$ cat src/rtl/srp_pkg.sv
package srp_pkg;
   localparam int BYTE_W     = 8;
   localparam int CNT_W      = $clog2(BYTE_W);
   localparam int RD_FLAG    = 7;
   localparam int CFG_LSB    = 1;
   localparam int CFG_4WIRE  = 0;

   typedef enum logic {
      PH_INSTR = 1'b0,
      PH_DATA  = 1'b1
   } phase_e;
endpackage

$ cat src/rtl/srp_sync.sv
module srp_sync #(
   parameter int   STAGES  = 2,
   parameter logic RST_VAL = 1'b0
) (
   input  logic clk,
   input  logic rst_n,
   input  logic d,
   output logic q
);
   generate
      if (STAGES < 2) begin : g_bad
         $error("srp_sync needs at least two stages");
      end
   endgenerate

   logic [STAGES-1:0] chain;

   genvar gi;
   generate
      for (gi = 0; gi < STAGES; gi++) begin : g_stage
         always_ff @(posedge clk or negedge rst_n) begin
            if (!rst_n)
               chain[gi] <= RST_VAL;
            else if (gi == 0)
               chain[gi] <= d;
            else
               chain[gi] <= chain[(gi == 0) ? 0 : gi-1];
         end
      end
   endgenerate

   assign q = chain[STAGES-1];
endmodule

$ cat src/rtl/srp_regfile.sv
module srp_regfile import srp_pkg::*; #(
   parameter int ADDR_W    = 6,
   parameter int CTRL_ADDR = 32
) (
   input  logic              clk,
   input  logic              rst_n,
   input  logic              we,
   input  logic [ADDR_W-1:0] waddr,
   input  logic [BYTE_W-1:0] wdata,
   input  logic [ADDR_W-1:0] raddr,
   output logic [BYTE_W-1:0] rdata,
   output logic              cfg_lsb,
   output logic              cfg_4w
);
   localparam int DEPTH = 1 << ADDR_W;

   generate
      if (CTRL_ADDR >= DEPTH) begin : g_bad
         $error("control address outside register file");
      end
   endgenerate

   logic [BYTE_W-1:0] mem [DEPTH];

   always_ff @(posedge clk or negedge rst_n) begin
      if (!rst_n) begin
         for (int i = 0; i < DEPTH; i++) mem[i] <= '0;
      end else if (we) begin
         mem[waddr] <= wdata;
      end
   end

   assign rdata   = mem[raddr];
   assign cfg_lsb = mem[CTRL_ADDR][CFG_LSB];
   assign cfg_4w  = mem[CTRL_ADDR][CFG_4WIRE];
endmodule

$ cat src/rtl/srp_engine.sv
module srp_engine import srp_pkg::*; #(
   parameter int ADDR_W = 6
) (
   input  logic              clk,
   input  logic              rst_n,
   input  logic              sclk_s,
   input  logic              cs_s,
   input  logic              din_s,
   input  logic              cfg_lsb,
   input  logic              cfg_4w,
   input  logic [BYTE_W-1:0] rdata,
   output logic [ADDR_W-1:0] raddr,
   output logic              we,
   output logic [ADDR_W-1:0] waddr,
   output logic [BYTE_W-1:0] wdata,
   output logic              bit_q,
   output logic              oe_q,
   output logic              four_q
);
   generate
      if (ADDR_W > RD_FLAG - 1 || ADDR_W < 1) begin : g_bad
         $error("address field must fit below the reserved instruction bit");
      end
   endgenerate

   logic              sclk_d, rise, fall, last;
   logic [CNT_W-1:0]  bit_cnt;
   phase_e            phase;
   logic              is_rd, lsb_f;
   logic [ADDR_W-1:0] addr;
   logic [BYTE_W-1:0] sh, tx, nb;

   assign rise = sclk_s & ~sclk_d;
   assign fall = ~sclk_s & sclk_d;
   assign last = (bit_cnt == CNT_W'(BYTE_W-1));
   assign nb   = lsb_f ? {din_s, sh[BYTE_W-1:1]} : {sh[BYTE_W-2:0], din_s};

   assign raddr = (phase == PH_INSTR) ? nb[ADDR_W-1:0] : addr + 1'b1;
   assign we    = rise & ~cs_s & last & (phase == PH_DATA) & ~is_rd;
   assign waddr = addr;
   assign wdata = nb;

   always_ff @(posedge clk or negedge rst_n) begin
      if (!rst_n) begin
         sclk_d  <= 1'b0;
         bit_cnt <= '0;
         phase   <= PH_INSTR;
         is_rd   <= 1'b0;
         lsb_f   <= 1'b0;
         four_q  <= 1'b0;
         addr    <= '0;
         sh      <= '0;
         tx      <= '0;
         bit_q   <= 1'b0;
         oe_q    <= 1'b0;
      end else begin
         sclk_d <= sclk_s;
         if (cs_s) begin
            bit_cnt <= '0;
            phase   <= PH_INSTR;
            is_rd   <= 1'b0;
            oe_q    <= 1'b0;
            bit_q   <= 1'b0;
            lsb_f   <= cfg_lsb;
            four_q  <= cfg_4w;
         end else if (rise) begin
            sh      <= nb;
            bit_cnt <= bit_cnt + 1'b1;
            if (last) begin
               tx <= rdata;
               if (phase == PH_INSTR) begin
                  phase <= PH_DATA;
                  is_rd <= nb[RD_FLAG];
                  addr  <= nb[ADDR_W-1:0];
               end else begin
                  addr  <= addr + 1'b1;
               end
            end
         end else if (fall && phase == PH_DATA && is_rd) begin
            bit_q <= lsb_f ? tx[0] : tx[BYTE_W-1];
            tx    <= lsb_f ? {1'b0, tx[BYTE_W-1:1]} : {tx[BYTE_W-2:0], 1'b0};
            oe_q  <= ~four_q;
         end
      end
   end


   abort_clear_chk: assert property (@(posedge clk) disable iff (!rst_n)
      cs_s |=> (bit_cnt == '0 && phase == PH_INSTR && !oe_q));


   order_hold_chk: assert property (@(posedge clk) disable iff (!rst_n)
      !cs_s |=> ($stable(lsb_f) && $stable(four_q)));


   out_edge_chk: assert property (@(posedge clk) disable iff (!rst_n)
      (!cs_s && !fall) |=> $stable(bit_q));


   addr_step_chk: assert property (@(posedge clk) disable iff (!rst_n)
      (rise && !cs_s && last && phase == PH_DATA) |=> (addr == $past(addr) + 1'b1));


   oe_phase_chk: assert property (@(posedge clk) disable iff (!rst_n)
      oe_q |-> (phase == PH_DATA && is_rd));
endmodule

$ cat src/rtl/ser_reg_port.sv
module ser_reg_port import srp_pkg::*; #(
   parameter int ADDR_W      = 6,
   parameter int CTRL_ADDR   = 32,
   parameter int SYNC_STAGES = 2
) (
   input  logic clk,
   input  logic rst_n,
   input  logic sclk,
   input  logic cs_n,
   input  logic sdio_i,
   output logic sdio_o,
   output logic sdio_oe,
   output logic sdo
);
   logic              sclk_s, cs_s, din_s;
   logic              cfg_lsb, cfg_4w;
   logic [ADDR_W-1:0] raddr, waddr;
   logic [BYTE_W-1:0] rdata, wdata;
   logic              we, bit_q, oe_q, four_q;

   srp_sync #(.STAGES(SYNC_STAGES), .RST_VAL(1'b0)) u_sync_sclk (
      .clk(clk), .rst_n(rst_n), .d(sclk), .q(sclk_s));
   srp_sync #(.STAGES(SYNC_STAGES), .RST_VAL(1'b1)) u_sync_cs (
      .clk(clk), .rst_n(rst_n), .d(cs_n), .q(cs_s));
   srp_sync #(.STAGES(SYNC_STAGES), .RST_VAL(1'b0)) u_sync_din (
      .clk(clk), .rst_n(rst_n), .d(sdio_i), .q(din_s));

   srp_regfile #(.ADDR_W(ADDR_W), .CTRL_ADDR(CTRL_ADDR)) u_regs (
      .clk(clk), .rst_n(rst_n), .we(we), .waddr(waddr), .wdata(wdata),
      .raddr(raddr), .rdata(rdata), .cfg_lsb(cfg_lsb), .cfg_4w(cfg_4w));

   srp_engine #(.ADDR_W(ADDR_W)) u_eng (
      .clk(clk), .rst_n(rst_n), .sclk_s(sclk_s), .cs_s(cs_s), .din_s(din_s),
      .cfg_lsb(cfg_lsb), .cfg_4w(cfg_4w), .rdata(rdata), .raddr(raddr),
      .we(we), .waddr(waddr), .wdata(wdata), .bit_q(bit_q), .oe_q(oe_q),
      .four_q(four_q));

   assign sdio_o  = bit_q;
   assign sdio_oe = oe_q;
   assign sdo     = bit_q & four_q;


   four_wire_quiet_chk: assert property (@(posedge clk) disable iff (!rst_n)
      four_q |-> !sdio_oe);
endmodule

$ cat config.mk
export PLATFORM = sky130hd
export DESIGN_NAME = ser_reg_port
export DESIGN_NICKNAME = d
export VERILOG_FILES = /design/src/rtl/srp_pkg.sv /design/src/rtl/srp_sync.sv /design/src/rtl/srp_regfile.sv /design/src/rtl/srp_engine.sv /design/src/rtl/ser_reg_port.sv
export SDC_FILE = /design/constraint.sdc
export NUM_CORES = 1
export LEC_CHECK = 0
export BUFFER_PORTS_ARGS = -buffer_cell sky130_fd_sc_hd__buf_2
export CORE_ASPECT_RATIO = 0.6
export CORE_UTILIZATION = 55
export DETAILED_ROUTE_END_ITERATION = 16
export GPL_ROUTABILITY_DRIVEN = 1
export PLACE_DENSITY = 0.71
export SLEW_MARGIN = 10
export SYNTH_ARGS = -nofsm -noshare
export SYNTH_HDL_FRONTEND = slang
export SYNTH_SLANG_ARGS = --single-unit
$ cat constraint.sdc
create_clock -name clk -period 2.9 [get_ports clk]
set_input_delay 0 -clock clk [delete_from_list [all_inputs] [get_ports clk]]
set_output_delay 0 -clock clk [all_outputs]
set_load 0.005 [all_outputs]
==> results of run 1 <==
-- logic make-up after synthesis --
family	Yosys count	share of synthesized area, %
simple gates	965	16.1
compound gates	720	16.9
flops	550	55.5
buf+inv	226	4.02
mux	122	7.12
xor+xnor	3	0.106
fa+ha+maj	3	0.151
-- placed cells by master (no fill, tap or decap), drive strengths merged, types with 4 or more instances in the layout --
cell           n
mux2          11
a21oi        275
dfrtp        548
a211oi         8
mux2i         69
mux4          42
nand2        486
nor3b          5
a221oi        31
o21ai        274
buf          185
clkbuf        80
a22oi          8
o2111ai       12
a32o          12
a311oi         8
a41oi          4
nand3         78
nor2         324
nand4          6
a32oi          7
and2          33
dlygate4sd3    4
a31oi         21
nand3b         5
clkinv         6
o211ai        15
a311o         25
nor3          11
inv           15
-- worst paths after layout --
kind	start	endpoint	slack, ns	cells after the start
max	u_eng.phase$_DFFE_PN0P_	u_regs.mem[383]$_DFFE_PN0P_	-0.03	7
min	rst_n	u_regs.mem[232]$_DFFE_PN0P_	0.06	2
max reg2reg	u_eng.phase$_DFFE_PN0P_	u_regs.mem[383]$_DFFE_PN0P_	-0.03	7
min reg2reg	u_sync_sclk.chain[0]$_DFF_PN0_	u_sync_sclk.q$_DFF_PN0_	0.35	0
max in group asynchronous	rst_n	u_regs.mem[501]$_DFFE_PN0P_	1.89	3
min in group clk	sdio_i	u_sync_din.chain[0]$_DFF_PN0_	0.09	2
-- flip-flops by register name (all words and copies together), names as in the netlist --
register and cells:
u_sync_cs.q 1, u_regs.cfg_4w 1, u_eng.bit_q 1, u_regs.mem 510, u_eng.waddr 6, u_eng.oe_q 1, u_sync_din.q 1, u_eng.sh 8
u_eng.is_rd 1, u_eng.bit_cnt 3, u_sync_din.chain 1, u_eng.four_q 1, u_sync_sclk.q 1, u_eng.tx 8, u_regs.cfg_lsb 1, u_eng.phase 1
u_eng.sclk_d 1, u_eng.lsb_f 1, u_sync_sclk.chain 1, u_sync_cs.chain 1
-- through the flow --
step	TNS [ns]	worst slack (ns)	cells	hold slack, ns	area (um^2)
floorplan	0	0.498	2589	-0.296	24800
global placement	-0.0127	-0.0127	3141	0.0814	26400
detailed placement	-0.0773	-0.0657	3141	0.0895	26400
CTS	0	0.0439	3237	0.0621	28000
global route	-5.86	-0.118	3237	0.0832	28100
finish	-0.0927	-0.0318	3237	0.0624	28100
-- what timing repair did --
| action | in CTS | in global routing |
|---|---|---|
| hold endpoints to repair | 134 | 0 |
| buffers inserted | 1 | 0 |
| gates resized for setup | 4 | 19 |
| setup endpoints to repair | 4 | 219 |
| gates cloned | 1 | 0 |
| hold buffers | 4 | 0 |
| pin swaps | 2 | 3 |
-- per-layer routing --
metal,part of all wire (%),track usage [%],vias to the layer above
met5,0,0,-
met4,2.2,8.28,0
met3,13,12.0,136
met2,42,46.3,1099
met1,43,49.8,9957
li1,-,-,9043
-- critical path, delay by kind of cell (launching register included) --
| family | cells | cell delay (ns) |
|---|---|---|
| AO/OA/AOI/OAI | 1 | 0.10 |
| flip-flops | 1 | 0.48 |
| buffers and inverters | 2 | 0.32 |
| AND/OR/NAND/NOR | 4 | 1.88 |
-- area by class of cell --
cell class	instances	area share, %
repair buffers	190	6.19
multi-input cells	1813	36.4
inverters	15	0.200
flip-flops and latches	550	49.0
clock buffers	80	5.40
clock inverters	10	0.294
well taps	579	2.58
-- power groups by stage --
stage | registers, mW | clock network, mW | logic, mW
after detailed placement | 7.91 | 0 | 2.50
after floorplan | 7.87 | 0 | 1.21
after global routing | 7.76 | 7.00 | 2.74
final | 7.77 | 6.59 | 2.63
after CTS | 7.77 | 6.66 | 2.52
after global placement | 7.91 | 0 | 2.47
==> flow_metrics.py, run 1 <==
metrics = {
    "run_status": {
        "status": "complete, but fails checks",
        "violations": "setup timing",
    },
    "critical_path": {
        "worstPathRequired_ns": 3.34,
        "crit_arrival_ns": 3.37,
        "crit_top_cell": "nand2_1",
        "cp-start-kind": "register",
        "cp-end-kind": "register",
        "max_stage_delay_ns": 0.77,
        "crit_fanout": 16,
        "path_cells": "inv_2, buf_4, or4_1, nor3b_4, nand2_1, nand2_1, o21ai_0",
        "crit_path_top_delay_cell": "or4_1",
        "crit_type": "reg -> reg",
    },
    "global_route": {
        "grt_pass1_wl_mm": 117,
        "grt_max_degree": 87,
        "grt-ovfl-total": 0,
        "grtUsageTotal_pct": 33.4,
        "antenna_found_initial": 0,
        "first_global_vias": 19600,
    },
    "clock_network": {
        "clockBufferDepth": 3,
        "cts_buffers": 50,
        "root_buffer": "clkbuf_16",
        "worstSkewPairLatency_ns": 0.59,
        "cts_tree": "done",
        "clkTransAtPathRegs_ns": 0.06,
        "cts_num_sinks": 550,
        "htreeDepth": 2,
    },
    "floorplanning": {
        "core_um2": 43800,
        "rows": 59,
        "die_area_um2": 45900,
        "initial_utilization_pct": 56.5,
        "io_pins": 8,
        "die_h_um": 166,
        "die_w_um": 276,
    },
    "power": {
        "comb_power_share_pct": 15.5,
        "p_clk_share_pct": 38.8,
        "irDropWorstVdd_mv": 0.489,
        "sw_frac_of_total_pct": 28.7,
        "switchingPower_mw": 4.87,
        "power_frac_seq_pct": 45.7,
        "power_mw": 17.0,
        "p_int_mw": 12.1,
        "p_per_area_nw_per_um2": 604,
        "power.leakage_nw": 12.5,
    },
    "timing": {
        "max_slew_margin_pct": 38.9,
        "report.final.slew_viol_count": 0,
        "finalSetupViolations": 7,
        "fmax_mhz": 341,
        "fin_crit_sh_pct": 101,
        "fin_skew_ns": 0.0150,
        "worst_pin_slew_ns": 0.916,
        "worst_slack_ns": -0.0318,
        "hold_viol": 0,
        "rsz0062_at_grt": "true",
        "fin_crit_ns": 2.93,
    },
    "min_path": {
        "hold_path.class": "in -> async",
    },
    "layout": {
        "utilization_pct": 64.1,
        "diodes": 0,
        "fill_cells": 3516,
        "final_nets": 2628,
        "area_growth_pct": 13.4,
        "multi_input_area_um2": 10200,
        "drive_gt1_share_pct": 13.4,
        "regArea_um2": 13800,
    },
    "synth": {
        "syn-cell-area_um2": 24800,
        "ys_top_cells_by_area": "dfrtp_1 (55%), nand2_1 (7.3%), a21oi_1 (5.6%)",
        "synth_nets": 2597,
        "netlist_top_cells_count": "dfrtp_1 (548), nand2_1 (485), nor2_1 (323)",
        "syn_area_per_cell_um2": 9.57,
        "yosysWarningCount": 0,
        "synthDominantCellAreaShare_pct": 55.3,
        "synth_edf_count": 0,
        "syn_inst": 2589,
        "synth-seq-cells": 550,
        "synthArstFlopShare_pct": 100,
        "yosysSeqAreaShare_pct": 55.5,
        "yosysMostFrequentCell": "dfrtp_1",
        "ys.flop_type": "dfrtp_1",
        "synth_top_area_cell": "dfrtp_1",
        "synth_cell_types": 68,
    },
    "route": {
        "drtIter0Drc": 2454,
        "routedWlPerCell_um": 23.3,
        "dr_total_vias": 20200,
        "via_per_inst": 6.25,
        "first_pass_iters": 7,
        "drc": 0,
        "wl_mm": 75.4,
        "drtAntennaViolNets": 0,
    },
    "place": {
        "gp_congestion": 1.02,
        "dp_hpwl_mm": 49.9,
        "portBuffers": 7,
    },
    "flow_run": {
        "max_cap_viol_count": 0,
    },
}
Note: power is estimated with default switching activity, not from simulation.
==> run 2, diff against run 1 <==
- MAX_ROUTING_LAYER: not set -> met4
- SETUP_SLACK_MARGIN: not set -> 0.2
- SKIP_LAST_GASP: not set -> 1
==> run 2 against run 1 <==
The run now ends clean. Wire length increased by 3.1%. Power increased by 4.6%. Clock power increased by 8.3%. Cell area increased by 2.4%. Combinational power increased by 8.4%. Clock skew increased by 0.015 ns. Register-to-register slack improved by 0.17 ns. Global-route usage increased by 0.86 points. Largest power group unchanged.
==> flow_metrics.py, run 2 (synthesis gave the netlist of run 1 again) <==
metrics = {
    "run_status": {
        "status": "finished, final reports clean",
    },
    "layout": {
        "regMostFlops": "u_regs.mem",
        "drive_gt1_share_pct": 15.9,
        "area_growth_pct": 16.2,
        "multi_input_area_um2": 10400,
        "final_cell_mix": "dfrtp_1 (545), nand2_1 (472), nor2_1 (316)",
        "final_area_um2": 28800,
        "final_nets": 2648,
        "regArea_um2": 13800,
        "largest_reg_flops": 510,
        "top_regs": "u_regs.mem x510, u_eng.sh x8, u_eng.tx x8",
        "stdcell_count": 3256,
        "fill_cells": 3482,
        "utilization_pct": 65.7,
        "mostFrequentLayoutCell": "dfrtp_1",
    },
    "route": {
        "wl_mm": 77.8,
        "drc": 0,
        "dr_total_vias": 20600,
        "drtAntennaViolNets": 0,
        "drtIter0Drc": 2747,
        "via_per_inst": 6.32,
        "first_pass_iters": 6,
        "routedWlPerCell_um": 23.9,
    },
    "floorplanning": {
        "rows": 59,
        "core_um2": 43800,
        "io_pins": 8,
        "die_h_um": 166,
        "initial_utilization_pct": 56.5,
        "die_area_um2": 45900,
        "die_w_um": 276,
    },
    "critical_path": {
        "crit_path_top_delay_cell": "or4_1",
        "path_cells": "ha_1, ha_1, nand2_2, or4_1, nor3_4, nand2_1, nand2_1, o21ai_0",
        "crit_fanout": 16,
        "cp-start-kind": "register",
        "worstPathRequired_ns": 3.30,
        "max_stage_delay_ns": 0.67,
        "crit_arrival_ns": 3.17,
        "cp-end-kind": "register",
        "crit_type": "reg -> reg",
    },
    "clock_network": {
        "root_buffer": "clkbuf_16",
        "worstSkewPairLatency_ns": 0.59,
        "htreeDepth": 2,
        "clockBufferDepth": 3,
        "cts_num_sinks": 550,
        "clkTransAtPathRegs_ns": 0.07,
        "cts_tree": "done",
        "cts_buffers": 50,
    },
    "power": {
        "power.leakage_nw": 12.8,
        "irDropWorstVdd_mv": 0.515,
        "p_per_area_nw_per_um2": 617,
        "power_mw": 17.8,
    },
    "place": {
        "dp_hpwl_mm": 50.3,
        "placedInstanceArea_um2": 26300,
        "gp_congestion": 0.999,
        "placed_cells": 3135,
        "portBuffers": 7,
        "pre_cts_slack_ns": -0.234,
    },
    "timing": {
        "hold_ws_ns": 0.0483,
        "fin_skew_ns": 0.0305,
        "fin_setup_tns_ns": 0,
        "fmax_mhz": 362,
        "finalSetupViolations": 0,
        "worst_slack_ns": 0.137,
        "rsz0062_at_grt": "true",
        "report.final.slew_viol_count": 0,
        "worst_pin_slew_ns": 0.934,
        "hold_viol": 0,
        "fin_crit_sh_pct": 95.3,
        "max_slew_margin_pct": 37.8,
        "fin_crit_ns": 2.76,
    },
    "flow_run": {
        "max_cap_viol_count": 0,
    },
    "global_route": {
        "grt_max_degree": 96,
        "first_global_vias": 19500,
        "grt_pass1_wl_mm": 117,
        "grt-ovfl-total": 0,
        "grtUsageTotal_pct": 34.3,
        "antenna_found_initial": 2,
    },
    "min_path": {
        "hold_path.class": "in -> async",
    },
}
## run 2: metal layers
| metal | wire length, um | vias to the layer above | share of wire (%) | track usage, % |
|---|---|---|---|---|
| met5 | 0 | - | 0 | - |
| met4 | 1390 | 0 | 1.8 | 7.53 |
| met3 | 9780 | 122 | 13 | 9.44 |
| li1 | - | 9085 | - | - |
| met2 | 32300 | 1129 | 42 | 46.1 |
| met1 | 34300 | 10200 | 44 | 51.4 |
## run 2: repair_timing
action | in CTS | in global routing
endpoints found under the setup margin | 30 | 312
hold endpoints to repair | 77 | 0
gates cloned | 1 | 5
gates resized for setup | 19 | 63
hold buffers | 4 | 0
pin swaps | 1 | 16
buffers inserted | 3 | 19
## run 2: report_power, final
group	internal (mW)	total, mW	switching (mW)
Sequential	7.70	7.77	0.0653
Combinational	0.854	2.85	1.99
Clock	4.16	7.14	2.98
## run 2: cell type report
class	instances	area share, %
antenna	2	0.0174
clock buffer	67	5.09
clock inverter	20	1.02
inverter	15	0.204
multi-input combinational	1813	36.2
sequential	550	47.8
tap	579	2.52
timing repair buffer	210	7.10
## run 2: path summary, 6_finish.rpt
path	depth (start not counted)	slack (ns)	from	to
max in group asynchronous	3	1.84	rst_n	u_regs.mem[180]$_DFFE_PN0P_
min in group clk	2	0.09	cs_n	u_sync_cs.chain[0]$_DFF_PN1_
hold / removal	2	0.05	rst_n	u_regs.mem[234]$_DFFE_PN0P_
setup reg to reg	8	0.14	u_eng.bit_cnt[0]$_DFFE_PN0P_	u_regs.mem[480]$_DFFE_PN0P_
hold reg to reg	0	0.36	u_sync_cs.chain[0]$_DFF_PN1_	u_sync_cs.q$_DFF_PN1_
setup / recovery	8	0.14	u_eng.bit_cnt[0]$_DFFE_PN0P_	u_regs.mem[480]$_DFFE_PN0P_
## run 2: worst max-delay path, delay by kind of cell, from the launching register on
kind                       cells  cell delay, ns
DFF                            1            0.37
adders and majority gates      2            0.35
and+or+nand+nor                5            1.76
AOI/OAI and AO/OA              1            0.11
